===== src/rtl/hsl_pkg.sv =====
package hsl_pkg;

    localparam int unsigned HSL_CNT_W = 10;
    localparam int unsigned HSL_RPT_W = 8;

    typedef enum logic [1:0] {
        CNT_HOLD    = 2'd0,
        CNT_STEP    = 2'd1,
        CNT_RESTART = 2'd2
    } cnt_op_t;

    typedef struct packed {
        logic hs_rise;
        logic vs_rise;
    } sync_edges_t;

endpackage


===== src/rtl/hsl_rise_det.sv =====
module hsl_rise_det #(
    parameter int unsigned LANES = 2
) (
    input  logic             clk,
    input  logic             rst,
    input  logic [LANES-1:0] sig_i,
    output logic [LANES-1:0] rise_o
);
    logic [LANES-1:0] prev_q;

    always_ff @(posedge clk) begin
        if (rst) prev_q <= '0;
        else     prev_q <= sig_i;
    end

    for (genvar g = 0; g < LANES; g++) begin : g_lane
        assign rise_o[g] = sig_i[g] & ~prev_q[g];
    end

    // an input that stays high for two samples gives no new edge
    p_level_no_edge_r9: assert property (@(posedge clk) disable iff (rst)
        (sig_i == $past(sig_i)) |-> (rise_o == '0));
endmodule


===== src/rtl/hsl_run_counter.sv =====
module hsl_run_counter
    import hsl_pkg::*;
#(
    parameter int unsigned CNT_W = HSL_CNT_W
) (
    input  logic             clk,
    input  logic             rst,
    input  cnt_op_t          op_i,
    input  logic             inc_i,
    output logic [CNT_W-1:0] cnt_o,
    output logic [CNT_W-1:0] snap_o
);
    localparam logic [CNT_W-1:0] CNT_MAX = '1;

    logic [CNT_W-1:0] cnt_q;
    logic [CNT_W-1:0] bumped;

    assign bumped = (inc_i && cnt_q != CNT_MAX) ? cnt_q + 1'b1 : cnt_q;
    assign snap_o = bumped;
    assign cnt_o  = cnt_q;

    always_ff @(posedge clk) begin
        if (rst) begin
            cnt_q <= '0;
        end else begin
            unique case (op_i)
                CNT_STEP:    cnt_q <= bumped;
                CNT_RESTART: cnt_q <= '0;
                default:     cnt_q <= cnt_q;
            endcase
        end
    end

    // full counter stays full
    p_no_wrap_r7: assert property (@(posedge clk) disable iff (rst)
        (cnt_q == CNT_MAX && op_i != CNT_RESTART) |=> (cnt_q == CNT_MAX));

    // a step below full grows the count by exactly one
    p_step_one_r2: assert property (@(posedge clk) disable iff (rst)
        (op_i == CNT_STEP && inc_i && cnt_q != CNT_MAX) |=> (cnt_q == $past(cnt_q) + 1'b1));
endmodule


===== src/rtl/hsl_hold_reg.sv =====
module hsl_hold_reg #(
    parameter int unsigned W = 8
) (
    input  logic         clk,
    input  logic         rst,
    input  logic         cap_i,
    input  logic [W-1:0] d_i,
    output logic [W-1:0] q_o
);
    logic [W-1:0] hold_q;

    always_ff @(posedge clk) begin
        if (rst)        hold_q <= '0;
        else if (cap_i) hold_q <= d_i;
    end

    assign q_o = hold_q;

    // no capture, no change
    p_hold_stable_r6: assert property (@(posedge clk) disable iff (rst)
        !cap_i |=> $stable(hold_q));
endmodule


===== src/rtl/hsync_line_counter.sv =====
module hsync_line_counter
    import hsl_pkg::*;
#(
    parameter int unsigned CNT_W = HSL_CNT_W,
    parameter int unsigned RPT_W = HSL_RPT_W
) (
    input  logic             clk,
    input  logic             rst,
    input  logic             hsync_i,
    input  logic             win_ok_i,
    input  logic             vsync_i,
    input  logic             rd_en_i,
    input  logic             rd_sel_i,
    output logic [RPT_W-1:0] rd_data_o
);
    localparam int unsigned DROP = CNT_W - RPT_W;

    logic [1:0]       rises;
    sync_edges_t      edges;
    logic             qual;
    cnt_op_t          op;
    logic [CNT_W-1:0] run_cnt;
    logic [CNT_W-1:0] snap;
    logic [RPT_W-1:0] held;

    hsl_rise_det #(.LANES(2)) u_rise (
        .clk   (clk),
        .rst   (rst),
        .sig_i ({hsync_i, vsync_i}),
        .rise_o(rises)
    );

    assign edges = sync_edges_t'(rises);
    assign qual  = edges.hs_rise & win_ok_i;

    always_comb begin
        if (edges.vs_rise) op = CNT_RESTART;
        else if (qual)     op = CNT_STEP;
        else               op = CNT_HOLD;
    end

    hsl_run_counter #(.CNT_W(CNT_W)) u_cnt (
        .clk   (clk),
        .rst   (rst),
        .op_i  (op),
        .inc_i (qual),
        .cnt_o (run_cnt),
        .snap_o(snap)
    );

    hsl_hold_reg #(.W(RPT_W)) u_hold (
        .clk  (clk),
        .rst  (rst),
        .cap_i(edges.vs_rise),
        .d_i  (snap[CNT_W-1:DROP]),
        .q_o  (held)
    );

    assign rd_data_o = (rd_en_i && rd_sel_i) ? held : '0;

    // no selected read, no data
    p_rd_quiet_r8: assert property (@(posedge clk) disable iff (rst)
        !(rd_en_i && rd_sel_i) |-> (rd_data_o == '0));

    // frame boundary restarts the running count
    p_restart_r4: assert property (@(posedge clk) disable iff (rst)
        edges.vs_rise |=> (run_cnt == '0));

    // an edge outside the window leaves the count alone
    p_gate_r3: assert property (@(posedge clk) disable iff (rst)
        (edges.hs_rise && !win_ok_i && !edges.vs_rise) |=> $stable(run_cnt));
endmodule


===== config.mk =====
export PLATFORM = sky130hd
export DESIGN_NAME = hsync_line_counter
export DESIGN_NICKNAME = d
export VERILOG_FILES = /design/src/rtl/hsl_pkg.sv /design/src/rtl/hsl_rise_det.sv /design/src/rtl/hsl_run_counter.sv /design/src/rtl/hsl_hold_reg.sv /design/src/rtl/hsync_line_counter.sv
export SDC_FILE = /design/constraint.sdc
export NUM_CORES = 1
export LEC_CHECK = 0
export BUFFER_PORTS_ARGS = -buffer_cell sky130_fd_sc_hd__buf_2
export CORE_MARGIN = 2
export CORE_UTILIZATION = 45
export DETAILED_ROUTE_END_ITERATION = 16
export GPL_TIMING_DRIVEN = 0
export PLACE_DENSITY = 0.67
export SYNTH_ARGS = -nofsm -noshare
export SYNTH_HDL_FRONTEND = slang
export SYNTH_HIERARCHICAL = 1
export SYNTH_SLANG_ARGS = --single-unit

===== constraint.sdc =====
create_clock -name clk -period 2.15 [get_ports clk]
set_input_delay 0.645 -clock clk [delete_from_list [all_inputs] [get_ports clk]]
set_output_delay 0.645 -clock clk [all_outputs]
set_load 0.02 [all_outputs]

==> impl_table.tex, run 1 <==
\begin{tabular}{lr}
\hline
Metric & Value \\
\hline
\multicolumn{2}{l}{\textbf{Global route}} \\
\quad Vias in the first global route & 946 \\
\quad GRT Resource Usage Total & 0.182 \\
\quad Antenna violations before repair & 0 \\
\quad Wire length of the first global-routing pass & approximately 3900 um \\
\quad GR Overflow Total & 0 \\
\quad Maximum number of pins on one net before global-route repair & 11 \\
\multicolumn{2}{l}{\textbf{Run status}} \\
\quad Status & finished clean \\
\multicolumn{2}{l}{\textbf{STA}} \\
\quad Hold WS & 0.496 ns \\
\quad Fin crit share & 0.958 \\
\quad Setup repair after global routing missed its margin & no \\
\quad Number of hold violations in the final report & 0 \\
\quad Final setup viols & 0 \\
\quad Worst slew pin tran & 0.635 ns \\
\quad Max Clock Freq & between 400 and 500 MHz \\
\quad Min cycle time layout & between 2 and 2.5 ns \\
\quad Clk\_skew & between 0.007 and 0.008 ns \\
\quad Max-slew violation count & 0 \\
\quad Worst slew margin relative to its limit & 0.574 \\
\multicolumn{2}{l}{\textbf{Power and ir drop}} \\
\quad Total power & 641 uW \\
\quad Leak pwr & around 0.55 nW \\
\quad Power density over cell area & 483 mW/mm\^{}2 \\
\quad Peak VDD IR & 324 uV \\
\multicolumn{2}{l}{\textbf{Floorplan}} \\
\quad Die boundary height & 54.0 um \\
\quad Ports & 15 \\
\quad Die Footprint & roughly 0.0029 mm\^{}2 \\
\quad Std-Cell Core Area & approximately 0.0024 mm\^{}2 \\
\quad Starting Density & 0.463 \\
\quad \# rows & 18 \\
\quad Floorplan die width & around 54 um \\
\multicolumn{2}{l}{\textbf{Route}} \\
\quad Detailed Route Iter0 Violations & 31 \\
\quad DRC violation count after routing & 0 \\
\quad Vias/cell & 5.61 \\
\quad First-pass iteration count of the detailed router & 4 \\
\quad Total wire length & 2520 um \\
\quad Total via count in the routed design & 1,032 \\
\quad Post-detailed-route count of antenna-violating nets & 0 \\
\quad Post-DR wirelength/cell & roughly 14 um \\
\multicolumn{2}{l}{\textbf{Cells and area}} \\
\quad Final \#Nets & 165 \\
\quad Inserted Diodes & 0 \\
\quad Utilization after layout & 0.545 \\
\quad Summed area of non-filler cells in the final layout & 0.00133 mm\^{}2 \\
\quad Filler Cells Inserted & 240 \\
\quad Signed area change from the synthesized netlist to the final layout & 17.8\% \\
\quad Layout Cells excl Fill & roughly 180 \\
\quad Share of post-route cells with drive strength above 1 & 0.234 \\
\multicolumn{2}{l}{\textbf{Worst setup path}} \\
\quad Slowest stage delay, CP & around 0.5 ns \\
\quad Cell with the biggest individual delay on the critical path & or4\_4 \\
\quad Reg2reg setup slack & 0.20 ns \\
\quad Data required time of the critical path & 2.38 ns \\
\quad Cell breakdown of the critical path & buf\_2, nor2b\_4, and3b\_1, inv\_1, ha\_4, buf\_6, inv\_4, nand2\_2, or4\_4, a31oi\_1 \\
\quad Timing endpoint of the critical path & u\_cnt/cnt\_o[5] \\
\quad Maximum fanout count along the critical path & 6 \\
\quad R2r startpoint & u\_cnt/cnt\_o[0] \\
\quad Startpoint of the worst setup timing path & vsync\_i \\
\quad Kind of cell adding the most delay to the critical path & simple AND/OR/NAND/NOR gates \\
\quad Crit path kind & input pin to flip-flop \\
\quad RR Endpoint & u\_hold/q\_o[3] \\
\quad Worst setup SP type & input pin \\
\quad Count of buffer and inverter cells on the critical path & 4 \\
\quad Critical Path Stages & 10 \\
\quad CP Capture Type & flip-flop \\
\quad Data arrival, critical path & 2.29 ns \\
\quad Reg2reg path depth & 7 \\
\multicolumn{2}{l}{\textbf{Clock tree}} \\
\quad Clock insertion delay at the later pin of the skew report & 0.29 ns \\
\quad Number of clock sinks & 20 \\
\quad Number of buffers created by CTS & 3 \\
\quad CTS root buf & clkbuf\_4 \\
\quad CTS H-tree lvls & 1 \\
\quad Clock tree from TritonCTS & built \\
\quad Clk slew on worst S/H paths & about 0.11 ns \\
\quad Hold buffer count at CTS & 0 \\
\quad Longest Clk Path Bufs & 2 \\
\multicolumn{2}{l}{\textbf{Yosys}} \\
\quad Synthesized area & 0.00113 mm\^{}2 \\
\quad YS warnings & 6 \\
\quad Post-Synthesis Cells & roughly 130 \\
\quad Net count of the mapped netlist & approximately 140 \\
\quad Per-instance average area after synthesis & 8.53 um\^{}2 \\
\multicolumn{2}{l}{\textbf{Worst hold path}} \\
\quad Hold Crit Class & flip-flop to flip-flop \\
\quad Hold Path Origin & u\_hold/q\_o[2] \\
\multicolumn{2}{l}{\textbf{Placement}} \\
\quad Final RePlAce weighted congestion & about 0.77 \\
\quad Placed Area & 0.00124 mm\^{}2 \\
\quad Count of input and output buffers & 14 \\
\quad Total half-perimeter wirelength after legalization and detailed placement & 1770 um \\
\quad DP Cell Count & 176 \\
\multicolumn{2}{l}{\textbf{Run}} \\
\quad Reported max-cap violation count & 0 \\
\hline
\end{tabular}
[routing by layer]
metal	track usage	up-vias	share of wire
met2	0.311	37	0.47
met3	0.0278	7	0.056
met5	0	-	0
li1	-	519	-
met4	0.100	0	0.024
met1	0.217	469	0.45
[final cells by class]
class / instances / area, um^2 / share of cell area
tap: 30 / 37.5 / 0.0283
inverter: 8 / 32.5 / 0.0245
buffer: 5 / 37.5 / 0.0283
timing repair buffer: 19 / 108 / 0.0811
sequential: 20 / 400 / 0.302
clock buffer: 3 / 22.5 / 0.0170
multi-input combinational: 99 / 688 / 0.519
[layout by cell type (no fill, tap or decap), types with 6 or more instances in the layout]
master   instances
and3_1           9
a31oi_1          6
dfxtp_1         20
inv_1            6
nor2_1          14
nand2_1         10
buf_4            6
mux2i_1          9
xnor2_1          6
buf_2           14
[report_power, final]
part	switching (mW)	internal, mW	leakage (nW)	total, mW
Combinational	0.0488	0.0426	0.373	0.0915
Sequential	0.00199	0.373	0.162	0.375
Clock	0.109	0.0652	0.0138	0.174
Total	0.160	0.481	0.549	0.641
[tightest hold or removal path, stage by stage (launching register included)]
cell,delay (ns)
dfxtp_1,0.34
mux2i_1,0.06
nor2_1,0.07
[state kept, by name, summed over array words and instances, names as in the netlist]
register,count
u_cnt/cnt_o,10
u_hold/q_o,8
u_rise/prev_q,2
[through the flow]
stage	TNS [ns]	setup slack (ns)
after floorplan	0	0.00802
after global placement	-1.09	-0.187
after detailed placement	-1.42	-0.206
after CTS	0	0.103
after global routing	0	0.00550
final	0	0.0908
[repair_timing]
item | 4_1_cts | 5_1_grt
setup endpoints to repair | 0 | 1
buffers inserted | 0 | 5
resized for setup | 0 | 5
[worst min-delay path by stage]
stage	endpoint	cells after the start
finish	u_hold/q_o[2]	2
global route	u_hold/q_o[1]	2
CTS	u_hold/q_o[2]	2
detailed placement	u_hold/q_o[2]	2
global placement	u_hold/q_o[3]	2
floorplan	u_hold/q_o[0]	2
(Power assumes the default switching activity.)
==> run 2, diff against run 1 <==
--- a/config.mk
+++ b/config.mk
@@ -5,6 +5,7 @@
 export SDC_FILE = /design/constraint.sdc
 export NUM_CORES = 1
 export LEC_CHECK = 0
+export ABC_AREA = 1
 export BUFFER_PORTS_ARGS = -buffer_cell sky130_fd_sc_hd__buf_2
 export CORE_MARGIN = 2
 export CORE_UTILIZATION = 45
==> run 2 against run 1 <==
Combinational power is 0.5% lower. Utilization is 2.4 points lower. Worst setup slack better by 0.24 ns. Clock power is 78% higher. Register-to-register slack better by 0.25 ns. Hold slack worse by 0.017 ns. Sequential share of layout area is 1.6 points lower. Critical path depth is 7 higher. First-iteration DRC count is 6.5% lower.
==> impl_table.tex, run 2 <==
\begin{tabular}{lr}
\hline
Metric & Value \\
\hline
\multicolumn{2}{l}{\textbf{Run status}} \\
\quad Status & finished clean \\
\multicolumn{2}{l}{\textbf{Worst setup path}} \\
\quad Critical path's most frequent cell & nand2\_1 \\
\quad Cell breakdown of the critical path & buf\_2, inv\_1, nor2\_1, nand2\_1, inv\_1, buf\_4, nand2\_1, nor2\_2, nand2\_1, nor2\_2, nand2\_1, nand2\_1, and2\_1, inv\_1, nand2\_1, nand2\_1, nor2\_1 \\
\quad Data arrival, critical path & 2.07 ns (-0.22 ns) \\
\quad Kind of cell adding the most delay to the critical path & simple AND/OR/NAND/NOR gates \\
\quad Cell with the biggest individual delay on the critical path & nor2\_2 \\
\quad Data required time of the critical path & 2.40 ns (+0.02 ns) \\
\quad CP Capture Type & flip-flop \\
\quad Slowest stage delay, CP & 0.17 ns (-0.34 ns) \\
\quad Crit path kind & input pin to flip-flop \\
\quad Worst setup SP type & input pin \\
\quad Count of buffer and inverter cells on the critical path & 5 (+1) \\
\quad Maximum fanout count along the critical path & 8 (+2) \\
\multicolumn{2}{l}{\textbf{Clock tree}} \\
\quad Hold buffer count at CTS & 0 (unchanged) \\
\quad CTS root buf & clkbuf\_4 \\
\quad Post-CTS setup-driven buffer insertion count & 0 (unchanged) \\
\quad Clock insertion delay at the later pin of the skew report & 0.30 ns (about the same) \\
\quad Number of clock sinks & 20 (unchanged) \\
\quad Clk slew on worst S/H paths & 0.12 ns (about the same) \\
\quad Number of buffers created by CTS & 3 (unchanged) \\
\quad CTS H-tree lvls & 1 (unchanged) \\
\quad Count of instances resized after the clock tree is built & 0 (unchanged) \\
\quad Clock tree from TritonCTS & built \\
\quad Longest Clk Path Bufs & 2 (unchanged) \\
\multicolumn{2}{l}{\textbf{Floorplan}} \\
\quad Starting Density & 0.462 (-0.00139) \\
\quad Floorplan die width & 56.5 um (+4.6\%) \\
\quad Die boundary height & 56.5 um (+4.6\%) \\
\quad \# rows & 19 (+1) \\
\quad Die Footprint & 0.00319 mm\^{}2 (+9.3\%) \\
\quad Ports & 15 (unchanged) \\
\quad Std-Cell Core Area & 0.00269 mm\^{}2 (+10\%) \\
\multicolumn{2}{l}{\textbf{Cells and area}} \\
\quad Highest-count cells in the layout ignoring fill and taps & nand2\_1 (58), inv\_1 (38), nor2\_1 (30) \\
\quad Summed area of non-filler cells in the final layout & 0.00140 mm\^{}2 (+5.7\%) \\
\quad Filler Cells Inserted & 298 (+24\%) \\
\quad Final \#Nets & 229 (+39\%) \\
\quad Leading cell type in the layout, fill and taps excluded & nand2\_1 \\
\quad Signed area change from the synthesized netlist to the final layout & 13.0\% \\
\quad Inserted Diodes & 0 (unchanged) \\
\quad Utilization after layout & 0.522 (-0.0236) \\
\quad Flip-flop count of the largest register, all copies and words added & 10 (unchanged) \\
\quad Share of post-route cells with drive strength above 1 & 0.164 (-0.0694) \\
\multicolumn{2}{l}{\textbf{Global route}} \\
\quad Antenna violations before repair & 0 (unchanged) \\
\quad Wire length of the first global-routing pass & 4150 um (+7.3\%) \\
\quad GR Overflow Total & 0 (unchanged) \\
\quad GRT Resource Usage Total & 0.165 (-0.0174) \\
\quad Vias in the first global route & 995 (+5.2\%) \\
\quad Maximum number of pins on one net before global-route repair & 13 (+2) \\
\multicolumn{2}{l}{\textbf{Power and ir drop}} \\
\quad Power density over cell area & 564 mW/mm\^{}2 (+17\%) \\
\quad Leak pwr & 0.652 nW (+19\%) \\
\quad Peak VDD IR & 357 uV (+10\%) \\
\quad Total power & 790 uW (+23\%) \\
\multicolumn{2}{l}{\textbf{Placement}} \\
\quad Count of input and output buffers & 14 (unchanged) \\
\quad Final RePlAce weighted congestion & 0.777 (+1.6\%) \\
\quad Total half-perimeter wirelength after legalization and detailed placement & 1750 um (-0.70\%) \\
\quad Placed Area & 0.00135 mm\^{}2 (+8.6\%) \\
\multicolumn{2}{l}{\textbf{STA}} \\
\quad Fin crit share & 0.845 (-0.112) \\
\quad Final setup viols & 0 (unchanged) \\
\quad Clk\_skew & 0.00103 ns (-0.00635 ns) \\
\quad Worst slew margin relative to its limit & 0.626 (+0.0516) \\
\quad Max Clock Freq & 550 MHz (+13\%) \\
\quad Worst slew pin tran & 0.561 ns (-0.0745 ns) \\
\quad Min cycle time layout & 1.82 ns (-0.242 ns) \\
\quad Setup repair after global routing missed its margin & no \\
\quad Max-slew violation count & 0 (unchanged) \\
\quad Number of hold violations in the final report & 0 (unchanged) \\
\multicolumn{2}{l}{\textbf{Route}} \\
\quad Vias/cell & 4.57 (-19\%) \\
\quad Post-DR wirelength/cell & 9.24 um (-33\%) \\
\quad First-pass iteration count of the detailed router & 4 (unchanged) \\
\quad Total via count in the routed design & 1,142 (+11\%) \\
\quad Total wire length & 2310 um (-8.4\%) \\
\quad Post-detailed-route count of antenna-violating nets & 0 (unchanged) \\
\quad Detailed Route Iter0 Violations & 29 (-6.5\%) \\
\quad DRC violation count after routing & 0 (unchanged) \\
\multicolumn{2}{l}{\textbf{Yosys}} \\
\quad Synthesized area & 0.00124 mm\^{}2 (+10\%) \\
\quad Per-instance average area after synthesis & 6.17 um\^{}2 (-28\%) \\
\quad YS warnings & 6 (unchanged) \\
\quad Net count of the mapped netlist & 210 (+49\%) \\
\quad Post-Synthesis Cells & 201 (+52\%) \\
\multicolumn{2}{l}{\textbf{Worst hold path}} \\
\quad Hold Crit Class & flip-flop to flip-flop \\
\multicolumn{2}{l}{\textbf{Run}} \\
\quad Reported max-cap violation count & 0 (unchanged) \\
\hline
\end{tabular}
-- run 2: path summary, 6_finish.rpt --
path / slack [ns] / cells after the start / endpoint / startpoint
setup / recovery: 0.33 / 17 / u_hold/q_o[5] / hsync_i
hold reg to reg: 0.48 / 2 / u_hold/q_o[1] / u_hold/q_o[1]
setup reg to reg: 0.45 / 15 / u_hold/q_o[5] / u_rise/prev_q[1]
hold / removal: 0.48 / 2 / u_hold/q_o[1] / u_hold/q_o[1]
-- run 2: metal layers --
layer / wire length [um] / part of all wire / vias up / track usage
met2: 1050 / 0.46 / 13 / 0.272
li1: - / - / 634 / -
met5: 0 / 0 / - / 0
met4: 17 / 0.0074 / 0 / 0.0714
met1: 1180 / 0.51 / 493 / 0.213
met3: 62 / 0.027 / 2 / 0.0207
-- run 2: metrics by stage --
stage	instances	hold WS, ns	setup slack, ns	TNS, ns
floorplan	201	0.449	0.273	0
global placement	246	0.460	-0.000348	-0.000348
detailed placement	246	0.466	-0.0136	-0.0136
CTS	250	0.484	0.318	0
global route	250	0.492	0.141	0
finish	250	0.479	0.333	0
-- run 2: layout make-up --
type                    instances  area [um^2]  share of cell area
flip-flops and latches         20          400               0.286
repair buffers                 14         70.1              0.0500
multi-input cells             137          648               0.463
well taps                      31         38.8              0.0277
clock buffers                   3         22.5              0.0161
plain buffers                   6         48.8              0.0348
inverters                      38          143               0.102
clock inverters                 1         30.0              0.0214
-- run 2: worst reg2reg max path: stages (launching register included) --
cell and delay, ns:
dfxtp_1 0.32, nor2_1 0.10, nand2_1 0.08, inv_1 0.05, buf_4 0.15, nand2_1 0.07, nor2_2 0.17, nand2_1 0.12
nor2_2 0.12, nand2_1 0.06, nand2_1 0.07, and2_1 0.13, inv_1 0.04, nand2_1 0.04, nand2_1 0.05, nor2_1 0.08
-- run 2: power by group --
group	switching (mW)	internal, mW
Clock	0.122	0.188
Sequential	0.00623	0.383
Combinational	0.0574	0.0335
Total	0.185	0.605
==> run 3, diff against run 2 <==
--- a/config.mk
+++ b/config.mk
@@ -5,13 +5,12 @@
 export SDC_FILE = /design/constraint.sdc
 export NUM_CORES = 1
 export LEC_CHECK = 0
-export ABC_AREA = 1
+export ABC_AREA = 0
 export BUFFER_PORTS_ARGS = -buffer_cell sky130_fd_sc_hd__buf_2
 export CORE_MARGIN = 2
 export CORE_UTILIZATION = 45
 export DETAILED_ROUTE_END_ITERATION = 16
 export GPL_TIMING_DRIVEN = 0
-export PLACE_DENSITY = 0.67
 export SYNTH_ARGS = -nofsm -noshare
 export SYNTH_HDL_FRONTEND = slang
 export SYNTH_HIERARCHICAL = 1
==> constraint.sdc (replaced) <==
create_clock -name clk -period 1.81 [get_ports clk]
set_input_delay 0.543 -clock clk [delete_from_list [all_inputs] [get_ports clk]]
set_output_delay 0.543 -clock clk [all_outputs]
set_load 0.02 [all_outputs]
==> run 3 against run 2 <==
Register-to-register slack worse by 0.38 ns. Critical endpoint is now u_cnt/cnt_o[5]. Sequential share of layout area fell by 0.20 points. Final cell count fell by 25%. Critical path depth decreased by 7. Non-clock buffer count up 6. Power up 3.4%. Die area fell by 8.5%. Worst setup slack got worse by 0.29 ns. Critical path type unchanged. Clock-buffer cell count increased by 1. Largest power group unchanged. Sequential power grew 15%. Utilization grew 6.6 points. Combinational power is 20% higher.
==> impl_table.tex, run 3 (synthesis results as in run 1) <==
\begin{tabular}{lr}
\hline
Metric & Value \\
\hline
\multicolumn{2}{l}{\textbf{Worst setup path}} \\
\quad Cell breakdown of the critical path & buf\_6, nor2b\_4, and3b\_1, inv\_2, ha\_4, buf\_6, inv\_6, nand2\_4, or4\_1, a31oi\_1 \\
\quad Slowest stage delay, CP & 0.39 ns (+0.22 ns) \\
\quad Kind of cell adding the most delay to the critical path & simple AND/OR/NAND/NOR gates \\
\quad Reg2reg path depth & 9 (-6) \\
\quad Data required time of the critical path & 2.04 ns (-0.36 ns) \\
\quad CP Capture Type & flip-flop \\
\quad Cell with the biggest individual delay on the critical path & or4\_1 \\
\quad Data arrival, critical path & 2.00 ns (-0.07 ns) \\
\quad Maximum fanout count along the critical path & 5 (-3) \\
\quad Count of buffer and inverter cells on the critical path & 4 (-1) \\
\quad Critical Path Stages & 10 (-7) \\
\quad Worst setup SP type & input pin \\
\quad Crit path kind & input pin to flip-flop \\
\quad Critical path's most frequent cell & buf\_6 \\
\multicolumn{2}{l}{\textbf{Power and ir drop}} \\
\quad Combinational fraction of design power & 0.133 (+0.018) \\
\quad Fraction of power spent switching nets & 0.246 (+0.0111) \\
\quad Leak pwr & 0.577 nW (-12\%) \\
\quad Power share of the clock group & 0.320 (-0.072) \\
\quad Power density over cell area & 572 mW/mm\^{}2 (+1.4\%) \\
\quad Peak VDD IR & 465 uV (+30\%) \\
\quad Psw & 201 uW (+8.3\%) \\
\quad Int Power & 617 uW (+1.9\%) \\
\quad Part of the power in registers & 0.546 (+0.053) \\
\multicolumn{2}{l}{\textbf{Floorplan}} \\
\quad Ports & 15 (unchanged) \\
\quad Die Footprint & 0.00292 mm\^{}2 (-8.5\%) \\
\quad Die boundary height & 54.0 um (-4.4\%) \\
\quad Std-Cell Core Area & 0.00243 mm\^{}2 (-9.5\%) \\
\quad Starting Density & 0.463 (+0.00139) \\
\quad Floorplan die width & 54.0 um (-4.4\%) \\
\quad \# rows & 18 (-1) \\
\multicolumn{2}{l}{\textbf{Worst hold path}} \\
\quad Hold Crit Class & input pin to flip-flop \\
\quad Hold path cells & 2 (unchanged) \\
\multicolumn{2}{l}{\textbf{Placement}} \\
\quad Worst Setup Slack post-DPL & -0.362 ns (-0.348 ns) \\
\quad Count of input and output buffers & 14 (unchanged) \\
\quad Total half-perimeter wirelength after legalization and detailed placement & 1790 um (+2.1\%) \\
\quad DP Cell Count & 176 (-28\%) \\
\quad Final RePlAce weighted congestion & 0.782 (+0.59\%) \\
\multicolumn{2}{l}{\textbf{Route}} \\
\quad Total via count in the routed design & 1,038 (-9.1\%) \\
\quad Post-DR wirelength/cell & 13.6 um (+47\%) \\
\quad Total wire length & 2540 um (+9.9\%) \\
\quad DRC violation count after routing & 0 (unchanged) \\
\quad Vias/cell & 5.55 (+22\%) \\
\quad Detailed Route Iter0 Violations & 26 (-10\%) \\
\quad Post-detailed-route count of antenna-violating nets & 0 (unchanged) \\
\quad First-pass iteration count of the detailed router & 4 (unchanged) \\
\multicolumn{2}{l}{\textbf{STA}} \\
\quad Min cycle time layout & 1.77 ns \\
\quad Worst slew margin relative to its limit & 0.691 (+0.0650) \\
\quad Final setup slack of the worst path & 0.0424 ns (-0.290 ns) \\
\quad Worst slew pin tran & 0.463 ns (-0.0975 ns) \\
\quad Max Clock Freq & 566 MHz \\
\quad Setup repair after global routing missed its margin & no \\
\quad Clk\_skew & 0.00358 ns (+0.00255 ns) \\
\quad Setup tns final & 0 ns (unchanged) \\
\quad Fin crit share & 0.977 \\
\quad Number of hold violations in the final report & 0 (unchanged) \\
\quad Max-slew violation count & 0 (unchanged) \\
\quad Final setup viols & 0 (unchanged) \\
\multicolumn{2}{l}{\textbf{Run status}} \\
\quad Status & finished clean \\
\multicolumn{2}{l}{\textbf{Run}} \\
\quad Reported max-cap violation count & 0 (unchanged) \\
\multicolumn{2}{l}{\textbf{Clock tree}} \\
\quad Number of buffers created by CTS & 3 (unchanged) \\
\quad Clk slew on worst S/H paths & 0.11 ns (about the same) \\
\quad Clock insertion delay at the later pin of the skew report & 0.30 ns (about the same) \\
\quad Hold buffer count at CTS & 0 (unchanged) \\
\quad Longest Clk Path Bufs & 2 (unchanged) \\
\quad Number of clock sinks & 20 (unchanged) \\
\quad CTS root buf & clkbuf\_4 \\
\quad Clock tree from TritonCTS & built \\
\quad CTS H-tree lvls & 1 (unchanged) \\
\multicolumn{2}{l}{\textbf{Cells and area}} \\
\quad Signed area change from the synthesized netlist to the final layout & 26.9\% \\
\quad Leading cell type in the layout, fill and taps excluded & dfxtp\_1 \\
\quad Share of post-route cells with drive strength above 1 & 0.306 (+0.141) \\
\quad Filler Cells Inserted & 227 (-24\%) \\
\quad Inserted Diodes & 0 (unchanged) \\
\quad Final \#Nets & 167 (-27\%) \\
\quad Layout Cells excl Fill & 187 (-25\%) \\
\quad Flip-flop count of the largest register, all copies and words added & 10 (unchanged) \\
\quad Highest-count cells in the layout ignoring fill and taps & dfxtp\_1 (16), buf\_2 (13), nor2\_1 (13) \\
\multicolumn{2}{l}{\textbf{Global route}} \\
\quad GRT Resource Usage Total & 0.188 (+0.0234) \\
\quad Antenna violations before repair & 0 (unchanged) \\
\quad Wire length of the first global-routing pass & 3950 um (-4.7\%) \\
\quad Vias in the first global route & 867 (-13\%) \\
\quad GR Overflow Total & 0 (unchanged) \\
\quad Maximum number of pins on one net before global-route repair & 12 (-1) \\
\hline
\end{tabular}
==> run 3: cell types whose count changed in the layout (fill, tap and decap cells not counted), sizes merged, moves of 6 or more <==
cell	delta
inv	-30
buf	+6
a21oi	-7
nor2	-22
nand3	-14
mux2i	+9
xnor2	+6
nand2	-50
and3	+9
a31oi	+6
==> run 3: repair_timing <==
item / CTS / global route
endpoints found under the setup margin: 5 / 12
pin swaps: 0 / 2
resized for setup: 5 / 15
setup buffers: 2 / 5
cloned: 0 / 0
==> run 3: power groups by stage <==
stage | sequential [mW] | clock, mW | combinational (mW)
after floorplan | 0.455 | 0 | 0.0603
after global placement | 0.456 | 0 | 0.0851
after detailed placement | 0.456 | 0 | 0.0854
after CTS | 0.446 | 0.271 | 0.0983
after global routing | 0.447 | 0.290 | 0.117
final | 0.447 | 0.262 | 0.109
==> run 3: worst register-to-register path, stage by stage, from the launching register on <==
cell and delay (ns):
dfxtp_1 0.34, nor2b_4 0.10, and3b_1 0.18, inv_2 0.06
ha_4 0.19, buf_6 0.13, inv_6 0.06, nand2_4 0.05
or4_1 0.39, a31oi_1 0.17
==> run 3: path summary, 6_finish.rpt <==
path,start,end,slack [ns]
max,vsync_i,u_cnt/cnt_o[5],0.04
min,vsync_i,u_rise/prev_q[0],0.44
max reg2reg,u_rise/prev_q[0],u_cnt/cnt_o[5],0.07
min reg2reg,u_cnt/cnt_o[0],u_cnt/cnt_o[0],0.50
==> run 3: area by class of cell <==
cell class              count  area [um^2]  area share
inverters                   8         35.0      0.0245
flip-flops and latches     20          405       0.284
repair buffers             21          129      0.0902
plain buffers               5         37.5      0.0263
multi-input cells          99          748       0.524
clock buffers               4         36.3      0.0254
well taps                  30         37.5      0.0263
==> run 3: routing by layer <==
layer  track usage  wire length (um)
met5             0                 0
met4        0.0500                37
met3        0.0250               109
met2         0.323              1200
met1         0.246              1200
==> run 3: stage by stage <==
| step | instance area, um^2 | util | hold WS, ns | total power, mW |
|---|---|---|---|---|
| after floorplan | 1150 | - | 0.453 | 0.516 |
| after global placement | 1260 | 0.516 | 0.465 | 0.541 |
| after detailed placement | 1260 | 0.516 | 0.478 | 0.541 |
| after CTS | 1330 | 0.547 | 0.439 | 0.815 |
| after global routing | 1430 | 0.587 | 0.448 | 0.855 |
| final | 1430 | 0.587 | 0.439 | 0.818 |
